[config.mk]
export PLATFORM = sky130hd
export DESIGN_NAME = spriteLineScan
export DESIGN_NICKNAME = d
export VERILOG_FILES = /design/src/rtl/sprEvalPkg.sv /design/src/rtl/evalPath.sv /design/src/rtl/evalCtrl.sv /design/src/rtl/spriteLineScan.sv
export SDC_FILE = /design/constraint.sdc
export NUM_CORES = 1
export LEC_CHECK = 0
export BUFFER_PORTS_ARGS = -buffer_cell sky130_fd_sc_hd__buf_4
export CAP_MARGIN = 20
export CELL_PAD_IN_SITES_DETAIL_PLACEMENT = 1
export CELL_PAD_IN_SITES_GLOBAL_PLACEMENT = 2
export CORE_MARGIN = 2
export CORE_UTILIZATION = 33
export DETAILED_ROUTE_END_ITERATION = 12
export PLACE_DENSITY_LB_ADDON = 0.1
export SETUP_SLACK_MARGIN = 0.2
export SYNTH_ARGS = -nofsm -noshare
export SYNTH_HDL_FRONTEND = slang
export SYNTH_HIERARCHICAL = 1
export SYNTH_SLANG_ARGS = --single-unit
export TNS_END_PERCENT = 50
[constraint.sdc]
create_clock -name clk -period 4.6 [get_ports clk]
set_input_delay 0.23 -clock clk [delete_from_list [all_inputs] [get_ports clk]]
set_output_delay 0.23 -clock clk [all_outputs]
set_load 0.05 [all_outputs]
[src/rtl/sprEvalPkg.sv]
package sprEvalPkg;
  localparam int NUM_SLOTS   = 8;
  localparam int NUM_ENTRIES = 64;
  localparam int BYTES_PER   = 4;
  localparam int DATA_W      = 8;
  localparam int OAM_AW      = $clog2(NUM_ENTRIES * BYTES_PER);
  localparam int SEC_AW      = $clog2(NUM_SLOTS * BYTES_PER);
  localparam int SLOT_W      = $clog2(NUM_SLOTS);
  localparam int SLOTCNT_W   = $clog2(NUM_SLOTS + 1);
  localparam int CNT_W       = $clog2(NUM_ENTRIES + 1);
  localparam int WRAP_MAX    = BYTES_PER + 1;

  typedef enum logic [3:0] {
    PH_CLEAR, PH_SCAN, PH_COPY1, PH_COPY2, PH_COPY3,
    PH_OVF, PH_OVF1, PH_OVF2, PH_OVF3, PH_IDLE
  } phase_e;

  typedef enum logic [2:0] {
    AD_HOLD, AD_INC1, AD_INC4, AD_ZERO, AD_SKEW, AD_ALIGN
  } addrOp_e;

  typedef struct packed {
    logic                latch;
    logic                latchFill;
    addrOp_e             addrOp;
    logic                secFill;
    logic                markWr;
    logic [SLOT_W-1:0]   markSlot;
    logic                markVal;
    logic                ovfSet;
    logic                ovfClr;
  } evalCmd_t;
endpackage

[src/rtl/evalPath.sv]
module evalPath
  import sprEvalPkg::*;
#(
  parameter int LINE_W  = 9,
  parameter int SHORT_H = 8,
  parameter int TALL_H  = 16
) (
  input  logic                 clk,
  input  logic                 rst_n,
  input  evalCmd_t             cmd,
  input  logic [LINE_W-1:0]    line,
  input  logic                 tallSprites,
  input  logic [DATA_W-1:0]    oamData,
  output logic [OAM_AW-1:0]    oamAddr,
  output logic [DATA_W-1:0]    secData,
  output logic                 hit,
  output logic                 skewWrap,
  output logic [NUM_SLOTS-1:0] zeroMark,
  output logic                 overflow
);
  logic [DATA_W-1:0] fetchReg;
  logic [LINE_W-1:0] lineDiff;
  logic [OAM_AW-1:0] skewNext;
  logic [OAM_AW-1:0] alignNext;
  logic [OAM_AW-1:0] bump;

  // Range test: unsigned distance below the selected height
  always_comb begin
    lineDiff = line - LINE_W'(fetchReg);
    hit = lineDiff < (tallSprites ? LINE_W'(TALL_H) : LINE_W'(SHORT_H));
  end

  // Faulty overflow walk: entry index and byte offset advance together
  always_comb begin
    skewNext = {oamAddr[OAM_AW-1:2] + 1'b1, 2'b00} + OAM_AW'(oamAddr[1:0] + 2'd1);
    skewWrap = skewNext <= OAM_AW'(WRAP_MAX);
    bump = oamAddr + 1'b1;
    if (bump[1:0] == 2'b11) bump = bump + 1'b1;
    alignNext = {bump[OAM_AW-1:2], 2'b00};
  end

  always_ff @(posedge clk) begin
    if (!rst_n) begin
      fetchReg <= '1;
      oamAddr  <= '0;
      overflow <= 1'b0;
    end else begin
      if (cmd.latch) fetchReg <= cmd.latchFill ? '1 : oamData;
      unique case (cmd.addrOp)
        AD_INC1:  oamAddr <= oamAddr + 1'b1;
        AD_INC4:  oamAddr <= oamAddr + OAM_AW'(BYTES_PER);
        AD_ZERO:  oamAddr <= '0;
        AD_SKEW:  oamAddr <= skewWrap ? {skewNext[OAM_AW-1:2], 2'b00} : skewNext;
        AD_ALIGN: oamAddr <= alignNext;
        default:  oamAddr <= oamAddr;
      endcase
      if (cmd.ovfClr)      overflow <= 1'b0;
      else if (cmd.ovfSet) overflow <= 1'b1;
    end
  end

  for (genvar s = 0; s < NUM_SLOTS; s++) begin : g_mark
    always_ff @(posedge clk) begin
      if (!rst_n) zeroMark[s] <= 1'b0;
      else if (cmd.markWr && cmd.markSlot == SLOT_W'(s)) zeroMark[s] <= cmd.markVal;
    end
  end

  assign secData = cmd.secFill ? '1 : fetchReg;

  // a clear request wins over everything for the following cycle
  a_r8_clear_wins: assert property (@(posedge clk) disable iff (!rst_n)
    cmd.ovfClr |=> !overflow);
  // marker set only for a single slot per write
  a_r5_one_mark: assert property (@(posedge clk) disable iff (!rst_n)
    (cmd.markWr && cmd.markVal) |=> (zeroMark[$past(cmd.markSlot)] == 1'b1));
endmodule

[src/rtl/evalCtrl.sv]
module evalCtrl
  import sprEvalPkg::*;
#(
  parameter int DOT_W     = 9,
  parameter int LINE_W    = 9,
  parameter int VIS_LINES = 240,
  parameter int PRE_LINE  = 261
) (
  input  logic              clk,
  input  logic              rst_n,
  input  logic [DOT_W-1:0]  dot,
  input  logic [LINE_W-1:0] line,
  input  logic              hit,
  input  logic              skewWrap,
  output evalCmd_t          cmd,
  output logic              secWe,
  output logic [SEC_AW-1:0] secAddr
);
  localparam int CLEAR_END = NUM_SLOTS * BYTES_PER * 2 - 1;
  localparam int EVAL_END  = NUM_ENTRIES * BYTES_PER - 1;

  phase_e               phase;
  logic                 fetchMode;
  logic [SLOTCNT_W-1:0] slotCnt;
  logic [CNT_W-1:0]     count;
  logic                 preLine, inWindow, oddDot, lastEntry;
  logic [SLOT_W-1:0]    slotIdx;

  assign preLine   = line == LINE_W'(PRE_LINE);
  assign inWindow  = (line < LINE_W'(VIS_LINES) || preLine) && dot <= DOT_W'(EVAL_END);
  assign oddDot    = dot[0];
  assign slotIdx   = slotCnt[SLOT_W-1:0];
  assign lastEntry = count == CNT_W'(NUM_ENTRIES);

  always_comb begin
    cmd     = '0;
    secWe   = 1'b0;
    secAddr = '0;
    if (inWindow) begin
      if (!oddDot) begin
        cmd.latch     = 1'b1;
        cmd.latchFill = !fetchMode;
      end else begin
        unique case (phase)
          PH_CLEAR: if (dot <= DOT_W'(CLEAR_END)) begin
            secWe       = 1'b1;
            secAddr     = dot[SEC_AW:1];
            cmd.secFill = 1'b1;
            if (dot[2:1] == 2'b11) begin
              cmd.markWr   = 1'b1;
              cmd.markSlot = dot[SEC_AW:3];
              cmd.markVal  = 1'b0;
            end
          end
          PH_SCAN: if (!preLine) begin
            if (hit) begin
              cmd.addrOp   = AD_INC1;
              secWe        = 1'b1;
              secAddr      = {slotIdx, 2'b00};
              cmd.markWr   = 1'b1;
              cmd.markSlot = slotIdx;
              cmd.markVal  = count == '0;
            end else begin
              cmd.addrOp = (count == CNT_W'(NUM_ENTRIES - 1)) ? AD_ZERO : AD_INC4;
            end
          end
          PH_COPY1: begin
            cmd.addrOp = AD_INC1; secWe = 1'b1; secAddr = {slotIdx, 2'b01};
          end
          PH_COPY2: begin
            cmd.addrOp = AD_INC1; secWe = 1'b1; secAddr = {slotIdx, 2'b10};
          end
          PH_COPY3: begin
            cmd.addrOp = lastEntry ? AD_ZERO : AD_INC1;
            secWe = 1'b1; secAddr = {slotIdx, 2'b11};
          end
          PH_OVF: if (!preLine) begin
            if (hit) begin
              cmd.addrOp = AD_INC1;
              cmd.ovfSet = 1'b1;
            end else begin
              cmd.addrOp = AD_SKEW;
            end
          end
          PH_OVF1, PH_OVF2: cmd.addrOp = AD_INC1;
          PH_OVF3:          cmd.addrOp = AD_ALIGN;
          PH_IDLE:          cmd.addrOp = AD_INC4;
          default:          cmd.addrOp = AD_HOLD;
        endcase
      end
      if (preLine && dot == '0) cmd.ovfClr = 1'b1;
      if (dot == DOT_W'(EVAL_END)) cmd.addrOp = AD_ZERO;
    end
  end

  always_ff @(posedge clk) begin
    if (!rst_n) begin
      phase     <= PH_CLEAR;
      fetchMode <= 1'b0;
      slotCnt   <= '0;
      count     <= '0;
    end else if (inWindow) begin
      if (oddDot) begin
        unique case (phase)
          PH_SCAN: if (!preLine) begin
            count <= count + 1'b1;
            if (hit) phase <= PH_COPY1;
            else if (count == CNT_W'(NUM_ENTRIES - 1)) phase <= PH_IDLE;
          end
          PH_COPY1: phase <= PH_COPY2;
          PH_COPY2: phase <= PH_COPY3;
          PH_COPY3: begin
            slotCnt <= slotCnt + 1'b1;
            if (lastEntry) phase <= PH_IDLE;
            else if (slotCnt == SLOTCNT_W'(NUM_SLOTS - 1)) phase <= PH_OVF;
            else phase <= PH_SCAN;
          end
          PH_OVF: if (!preLine) begin
            if (hit) phase <= PH_OVF1;
            else if (skewWrap) phase <= PH_IDLE;
          end
          PH_OVF1: phase <= PH_OVF2;
          PH_OVF2: phase <= PH_OVF3;
          PH_OVF3: phase <= PH_IDLE;
          default: phase <= phase;
        endcase
      end
      if (dot == DOT_W'(CLEAR_END)) begin
        fetchMode <= 1'b1;
        phase     <= PH_SCAN;
        slotCnt   <= '0;
        count     <= '0;
      end
      if (dot == DOT_W'(EVAL_END)) begin
        fetchMode <= 1'b0;
        phase     <= PH_CLEAR;
        slotCnt   <= '0;
        count     <= '0;
      end
    end
  end

  // never more entries scanned than the table holds
  a_r6_count_cap: assert property (@(posedge clk) disable iff (!rst_n)
    count <= CNT_W'(NUM_ENTRIES));
  // the overflow search only runs with every slot filled
  a_r7_search_full: assert property (@(posedge clk) disable iff (!rst_n)
    (phase == PH_OVF) |-> (slotCnt == SLOTCNT_W'(NUM_SLOTS)));
  // copies never start beyond the last slot
  a_r4_slot_bound: assert property (@(posedge clk) disable iff (!rst_n)
    slotCnt <= SLOTCNT_W'(NUM_SLOTS));
endmodule

[src/rtl/spriteLineScan.sv]
module spriteLineScan
  import sprEvalPkg::*;
#(
  parameter int DOT_W     = 9,
  parameter int LINE_W    = 9,
  parameter int VIS_LINES = 240,
  parameter int PRE_LINE  = 261,
  parameter int SHORT_H   = 8,
  parameter int TALL_H    = 16
) (
  input  logic                 clk,
  input  logic                 rst_n,
  input  logic [DOT_W-1:0]     dot,
  input  logic [LINE_W-1:0]    line,
  input  logic                 tallSprites,
  output logic [OAM_AW-1:0]    oamAddr,
  input  logic [DATA_W-1:0]    oamData,
  output logic                 secWe,
  output logic [SEC_AW-1:0]    secAddr,
  output logic [DATA_W-1:0]    secData,
  output logic [NUM_SLOTS-1:0] zeroMark,
  output logic                 overflow
);
  localparam int CLEAR_END = NUM_SLOTS * BYTES_PER * 2 - 1;
  localparam int EVAL_END  = NUM_ENTRIES * BYTES_PER - 1;

  evalCmd_t cmd;
  logic     hit, skewWrap;

  evalCtrl #(
    .DOT_W(DOT_W), .LINE_W(LINE_W), .VIS_LINES(VIS_LINES), .PRE_LINE(PRE_LINE)
  ) i_ctrl (
    .clk(clk), .rst_n(rst_n), .dot(dot), .line(line), .hit(hit),
    .skewWrap(skewWrap), .cmd(cmd), .secWe(secWe), .secAddr(secAddr)
  );

  evalPath #(
    .LINE_W(LINE_W), .SHORT_H(SHORT_H), .TALL_H(TALL_H)
  ) i_path (
    .clk(clk), .rst_n(rst_n), .cmd(cmd), .line(line), .tallSprites(tallSprites),
    .oamData(oamData), .oamAddr(oamAddr), .secData(secData), .hit(hit),
    .skewWrap(skewWrap), .zeroMark(zeroMark), .overflow(overflow)
  );

  a_r1_write_odd: assert property (@(posedge clk) disable iff (!rst_n)
    secWe |-> dot[0]);
  a_r2_clear_ff: assert property (@(posedge clk) disable iff (!rst_n)
    (secWe && dot <= DOT_W'(CLEAR_END)) |-> (secData == '1));
  a_r9_pre_quiet: assert property (@(posedge clk) disable iff (!rst_n)
    (line == LINE_W'(PRE_LINE) && dot > DOT_W'(CLEAR_END)) |-> !secWe);
  a_r10_addr_home: assert property (@(posedge clk) disable iff (!rst_n)
    ((line < LINE_W'(VIS_LINES) || line == LINE_W'(PRE_LINE)) && dot == DOT_W'(EVAL_END))
      |=> (oamAddr == '0));
  a_r8_pre_clear: assert property (@(posedge clk) disable iff (!rst_n)
    (line == LINE_W'(PRE_LINE) && dot == '0) |=> !overflow);
endmodule

Yosys cells after proc, flatten, opt, wreduce, memory -nomap -nowiden --
Index checks and enable logic that the tools add are counted.
Word-level totals: output and inout port bits 31, input port bits 29, logic and storage cells 153, flip-flop bits (word level) 41
Operators by class: add/sub/neg operators 9, reduce and logical (&&, ||, !) cells 29, order comparisons 5, bitwise gates (word level) 1, eq/ne operators 34, muxes and demuxes 60
Operator list (number):
- 4-bit 2-to-1 mux | 14
- 5-bit 2-to-1 mux | 9
- 8-bit one-hot mux with 5 select lines | 1
- 7-bit 2-to-1 mux | 5
- 4-bit one-hot mux with 8 select lines | 1
- 5-bit one-hot mux with 5 select lines | 1
- 8-bit 2-to-1 mux | 3
- 4-bit by 3-bit equality test with 1-bit output, second input constant | 5
- 3-bit equality test, second input constant | 6
- 3-bit 2-to-1 mux | 6
- 3-bit one-hot mux with 6 select lines | 1
- 8-bit by 1-bit adder with 8-bit output, second input constant | 2
- 13-bit 2-to-1 mux | 1
- 3-bit by 2-bit equality test with 1-bit output, second input constant | 4
- 1-bit 2-to-1 mux | 11
- 1-bit logical AND | 10
- 10-bit 2-to-1 mux | 1
- 5-bit by 2-bit != test with 1-bit output, second input constant | 2
- 5-bit one-hot mux with 2 select lines | 1
- 10-bit nonzero test | 1
- 9-bit by 6-bit equality test with 1-bit output, second input constant | 1
- 9-bit by 8-bit equality test with 1-bit output, second input constant | 1
- 9-bit equality test, second input constant | 1
- 9-bit by 6-bit less-or-equal comparator with 1-bit output, second input constant | 1
- other kinds (40) | 49

Logic depth before layout (Yosys ltp) --
depth after elaboration 10, mapped depth 21, gate-level depth less buffers 19

Modules after synthesis --
Netlist, hierarchy kept.
Modules (own cells, without submodules):
- evalPath | seq. area each 500.5 um^2, instances 1, cells an instance 266, area each 2094.5 um^2
- evalCtrl | seq. area each 320.3 um^2, instances 1, cells an instance 209, area each 1500.2 um^2

Worst setup path after synthesis --
OpenSTA, ideal clock, no wires.
kind reg2reg, start reg i_path.fetchReg[1], end reg i_path.oamAddr[6], cell stages (with the launch flop) 21, arrival time 3797 ps, required time 4514 ps, clock period less this slack 3882 ps, path slack 718 ps, path buffers 3, setup time 86 ps, cell sequence dfxtp_1 inv_1 ha_1 a21o_1 a21o_1 a21oi_1 xnor2_1 ha_1 a2111oi_0 and4_1 clkbuf_1 o21ai_0 o32a_1 o221ai_1 a21o_1 clkbuf_1 inv_1 clkbuf_1 a21boi_0 o21ai_0 a211oi_1
RTL lines:
- from (decl) | line evalPath.sv:21 | logic [DATA_W-1:0] fetchReg;
- from (signal assigned) | line evalPath.sv:48 | if (cmd.latch) fetchReg <= cmd.latchFill ? '1 : oamData;
- to (signal assigned) | line evalPath.sv:50 | AD_INC1: oamAddr <= oamAddr + 1'b1;
- to (signal assigned) | line evalPath.sv:51 | AD_INC4: oamAddr <= oamAddr + OAM_AW'(BYTES_PER);
- to (signal assigned) | line evalPath.sv:53 | AD_SKEW: oamAddr <= skewWrap ? {skewNext[OAM_AW-1:2], 2'b00} : skewNext;
- to (decl) | line evalPath.sv:14 | output logic [OAM_AW-1:0] oamAddr,

==> qor.yml <==
cts_buffers: 5
fin_crit_ns: 3.89
cp-end-kind: "flip-flop"
place_ws_ns: 0.425
drc: 0
worstReg2RegStart: "i_path/fetchReg[1]"
dr.pass1.iters: 4
final_nets: 567
grt_pass1_wl_um: 18900
wl_met2_um: 5770
powerDensity_nw_per_um2: 180
topRoutingLayerUsed: "met4"
r2r-end: "i_path/oamAddr[7]"
first_iter_violations: 184
post_cts_buffers: 0
die_area_um2: 11700
setup_slack_ns: 0.714
synth-main-ff-cell: "dfxtp_1"
tritoncts: "yes"
arrival_ns: 4.11
hp-class: "in -> reg"
critical_path_class: "reg -> reg"
crit_required_ns: 4.82
synthesis.nets: 522
cts.sinks: 41
dp_hpwl_um: 8730
synth_edf_count: 0
synth_top_family_by_area: "simple AND/OR/NAND/NOR gates"
grt.overflow.total: 0
coreArea_um2: 10700
clk_path_buf_depth: 2
netlist_instances: 475
synth_cell_types: 73
max-vdd-ir-drop_mv: 0.191
drt-met1-wl_um: 5220
grt_max_degree: 44
ys_seq_area_share_pct: 22.8
maxSlewViolCount: 0
fmax_mhz: 257
dr_wl_met3_um: 340
min_period_over_period_pct: 84.5
synth_top_cell_area_share_pct: 22.8
port_buffers: 59
cp-startpoint: "i_path/fetchReg[1]"
drv_cap: 0
drtAntennaViolNets: 0
synth_compound_area_share_pct: 22.5
start_kind: "flip-flop"
synthAdderAreaFrac_pct: 6.27
rows: 38
status: "completed"
io-pin-count: 60
synth_simple_gate_area_share_pct: 30.9
antenna_found_initial: 0
yosysMostFrequentCell: "nand2_1"
yosys_warnings: 6
yosys-top-cells-count: "nand2_1 (48), nor2_1 (46), dfxtp_1 (41)"
clockRootBuffer: "clkbuf_8"
gp_congestion: 0.810
die_h_um: 108
rsz0062_at_grt: "no"
max_slew_margin_pct: 45.6
crit_path_end: "i_path/oamAddr[7]"
tns_ns: 0
synth_seq_cells: 41
viasPerCell: 5.48
cts.clk_slew.worst_paths_ns: 0.08
hold_viol: 0
grt_pass1_vias: 3742
drive_gt1_share_pct: 20.9
grtUsageTotal_pct: 20.2
hold_buffers: 0
wl_per_cell_um: 17.3
async_flop_share_pct: 0
area_growth_pct: 19.2
synth.avg_cell_area_um2: 7.57
clock_latency_ns: 0.30
path_max_fanout: 11
diodes: 0
worst_slew_pin_slew_ns: 0.808
die_x_um: 108
skew_ns: 0.0138
finalSetupViolations: 0
synth.area.mux_share_pct: 3.65
r2r_setup_slack_ns: 0.71
syn_area_um2: 3590
r2r_cells: 19
start_util_pct: 33.5
synth-xor-area-share_pct: 7.97
yosysTopAreaCell: "dfxtp_1"
finalWirelength_um: 11400
leakagePower_nw: 1.71
vias: 3619
cts_resized: 0
synthTopCellsByArea: "dfxtp_1 (23%), ha_1 (6.3%), nand2_1 (5.0%)"
h-tree-depth: 2
## per-layer routing
metal / vias to the layer above / GRT usage [%]
li1: 1812 / -
met3: 6 / 2.41
met2: 58 / 37.6
met5: - / 0
met1: 1743 / 25.1
met4: 0 / 3.39
## cells by family (layout without fill, tap and decap cells)
| group | count (synthesis) | count (layout) |
|---|---|---|
| buffers and inverters | 51 | 97 |
| adders and majority gates | 18 | 18 |
| AOI/OAI and AO/OA | 111 | 111 |
| xor gates and xnor gates | 31 | 31 |
| DFF | 41 | 41 |
| and+or+nand+nor | 210 | 210 |
| muxes | 13 | 13 |
## per-stage QoR
step	hold slack (ns)	power [mW]	instances	instance area, um2	utilization, %
2_1_floorplan	0.366	0.425	475	3590	-
3_3_place_gp	0.453	0.470	653	4160	38.7
3_5_place_dp	0.461	0.471	653	4160	38.7
4_1_cts	0.154	0.786	661	4270	39.8
5_1_grt	0.153	0.814	661	4290	39.9
6_report	0.162	0.771	661	4290	39.9
## placed cells by master (no fill, tap or decap), types with 3 or more instances in the layout
cell type  synthesis  routed
buf_4              1      70
nand2_1           48      48
nor2_1            46      46
dfxtp_1           41      41
inv_1             19      19
nor3_1            19      19
o21ai_0           18      18
ha_1              18      18
xor2_1            16      16
nand3_1           14      14
a21oi_1           15      14
nor2b_1           14      13
xnor2_1           13      13
nand4_1           12      12
mux2i_1           12      12
nor4_1            11      10
o22ai_1           10      10
or2_2              9       9
a21o_1             8       8
a22oi_1            7       7
nand2b_1           6       6
clkbuf_8           0       5
nor3b_1            5       5
a31oi_1            5       5
or2_1              4       4
o221ai_1           4       4
and3_1             4       4
nand4b_1           4       4
a21boi_0           5       4
o211ai_1           4       4
or3_1              3       3
o21ai_1            3       3
## where the power goes
group / leakage [nW] / internal [mW] / switching (mW) / total [mW]
Combinational: 1.32 / 0.0446 / 0.0598 / 0.104
Clock: 0.0543 / 0.163 / 0.144 / 0.307
Sequential: 0.331 / 0.357 / 0.00202 / 0.359
## critical path, cell delays in order, from the launching register on
cell,delay (ns)
dfxtp_1,0.35
inv_1,0.05
ha_1,0.26
a21o_1,0.16
a21o_1,0.20
a21oi_2,0.21
xnor2_1,0.09
ha_1,0.18
a2111oi_0,0.31
and4_4,0.38
inv_1,0.07
a21oi_1,0.13
o32ai_1,0.12
a21o_1,0.32
buf_4,0.23
nor4_1,0.29
a311oi_1,0.08
o31ai_1,0.21
nand2_1,0.09
o21ai_1,0.09
## worst min-delay path by stage
stage	from	slack (ns)	end	cells past startpoint
after floorplan	oamData[1]	0.37	i_path/fetchReg[1]	2
after global placement	oamData[6]	0.45	i_path/fetchReg[6]	3
after detailed placement	oamData[3]	0.46	i_path/fetchReg[3]	3
after CTS	oamData[3]	0.15	i_path/fetchReg[3]	3
after global routing	oamData[1]	0.15	i_path/fetchReg[1]	3
final	oamData[0]	0.16	i_path/fetchReg[0]	3
## flip-flops by register name, summed over array words and instances, names as in the netlist
| signal | cells |
|---|---|
| i_path/oamAddr | 8 |
| i_ctrl/count | 7 |
| i_path/overflow | 1 |
| i_path/fetchReg | 8 |
| i_ctrl/phase | 4 |
| i_ctrl/fetchMode | 1 |
| i_path/zeroMark | 8 |
| i_ctrl/slotCnt | 4 |
## final cells by class
class | instances | area [um2]
fillers | 1392 | 6460
flip-flops and latches | 41 | 821
repair buffers | 70 | 526
multi-input cells | 383 | 2580
inverters | 19 | 71.3
well taps | 140 | 175
clock inverters | 3 | 46.3
clock buffers | 5 | 68.8
Note: power is estimated with default switching activity, not from simulation.
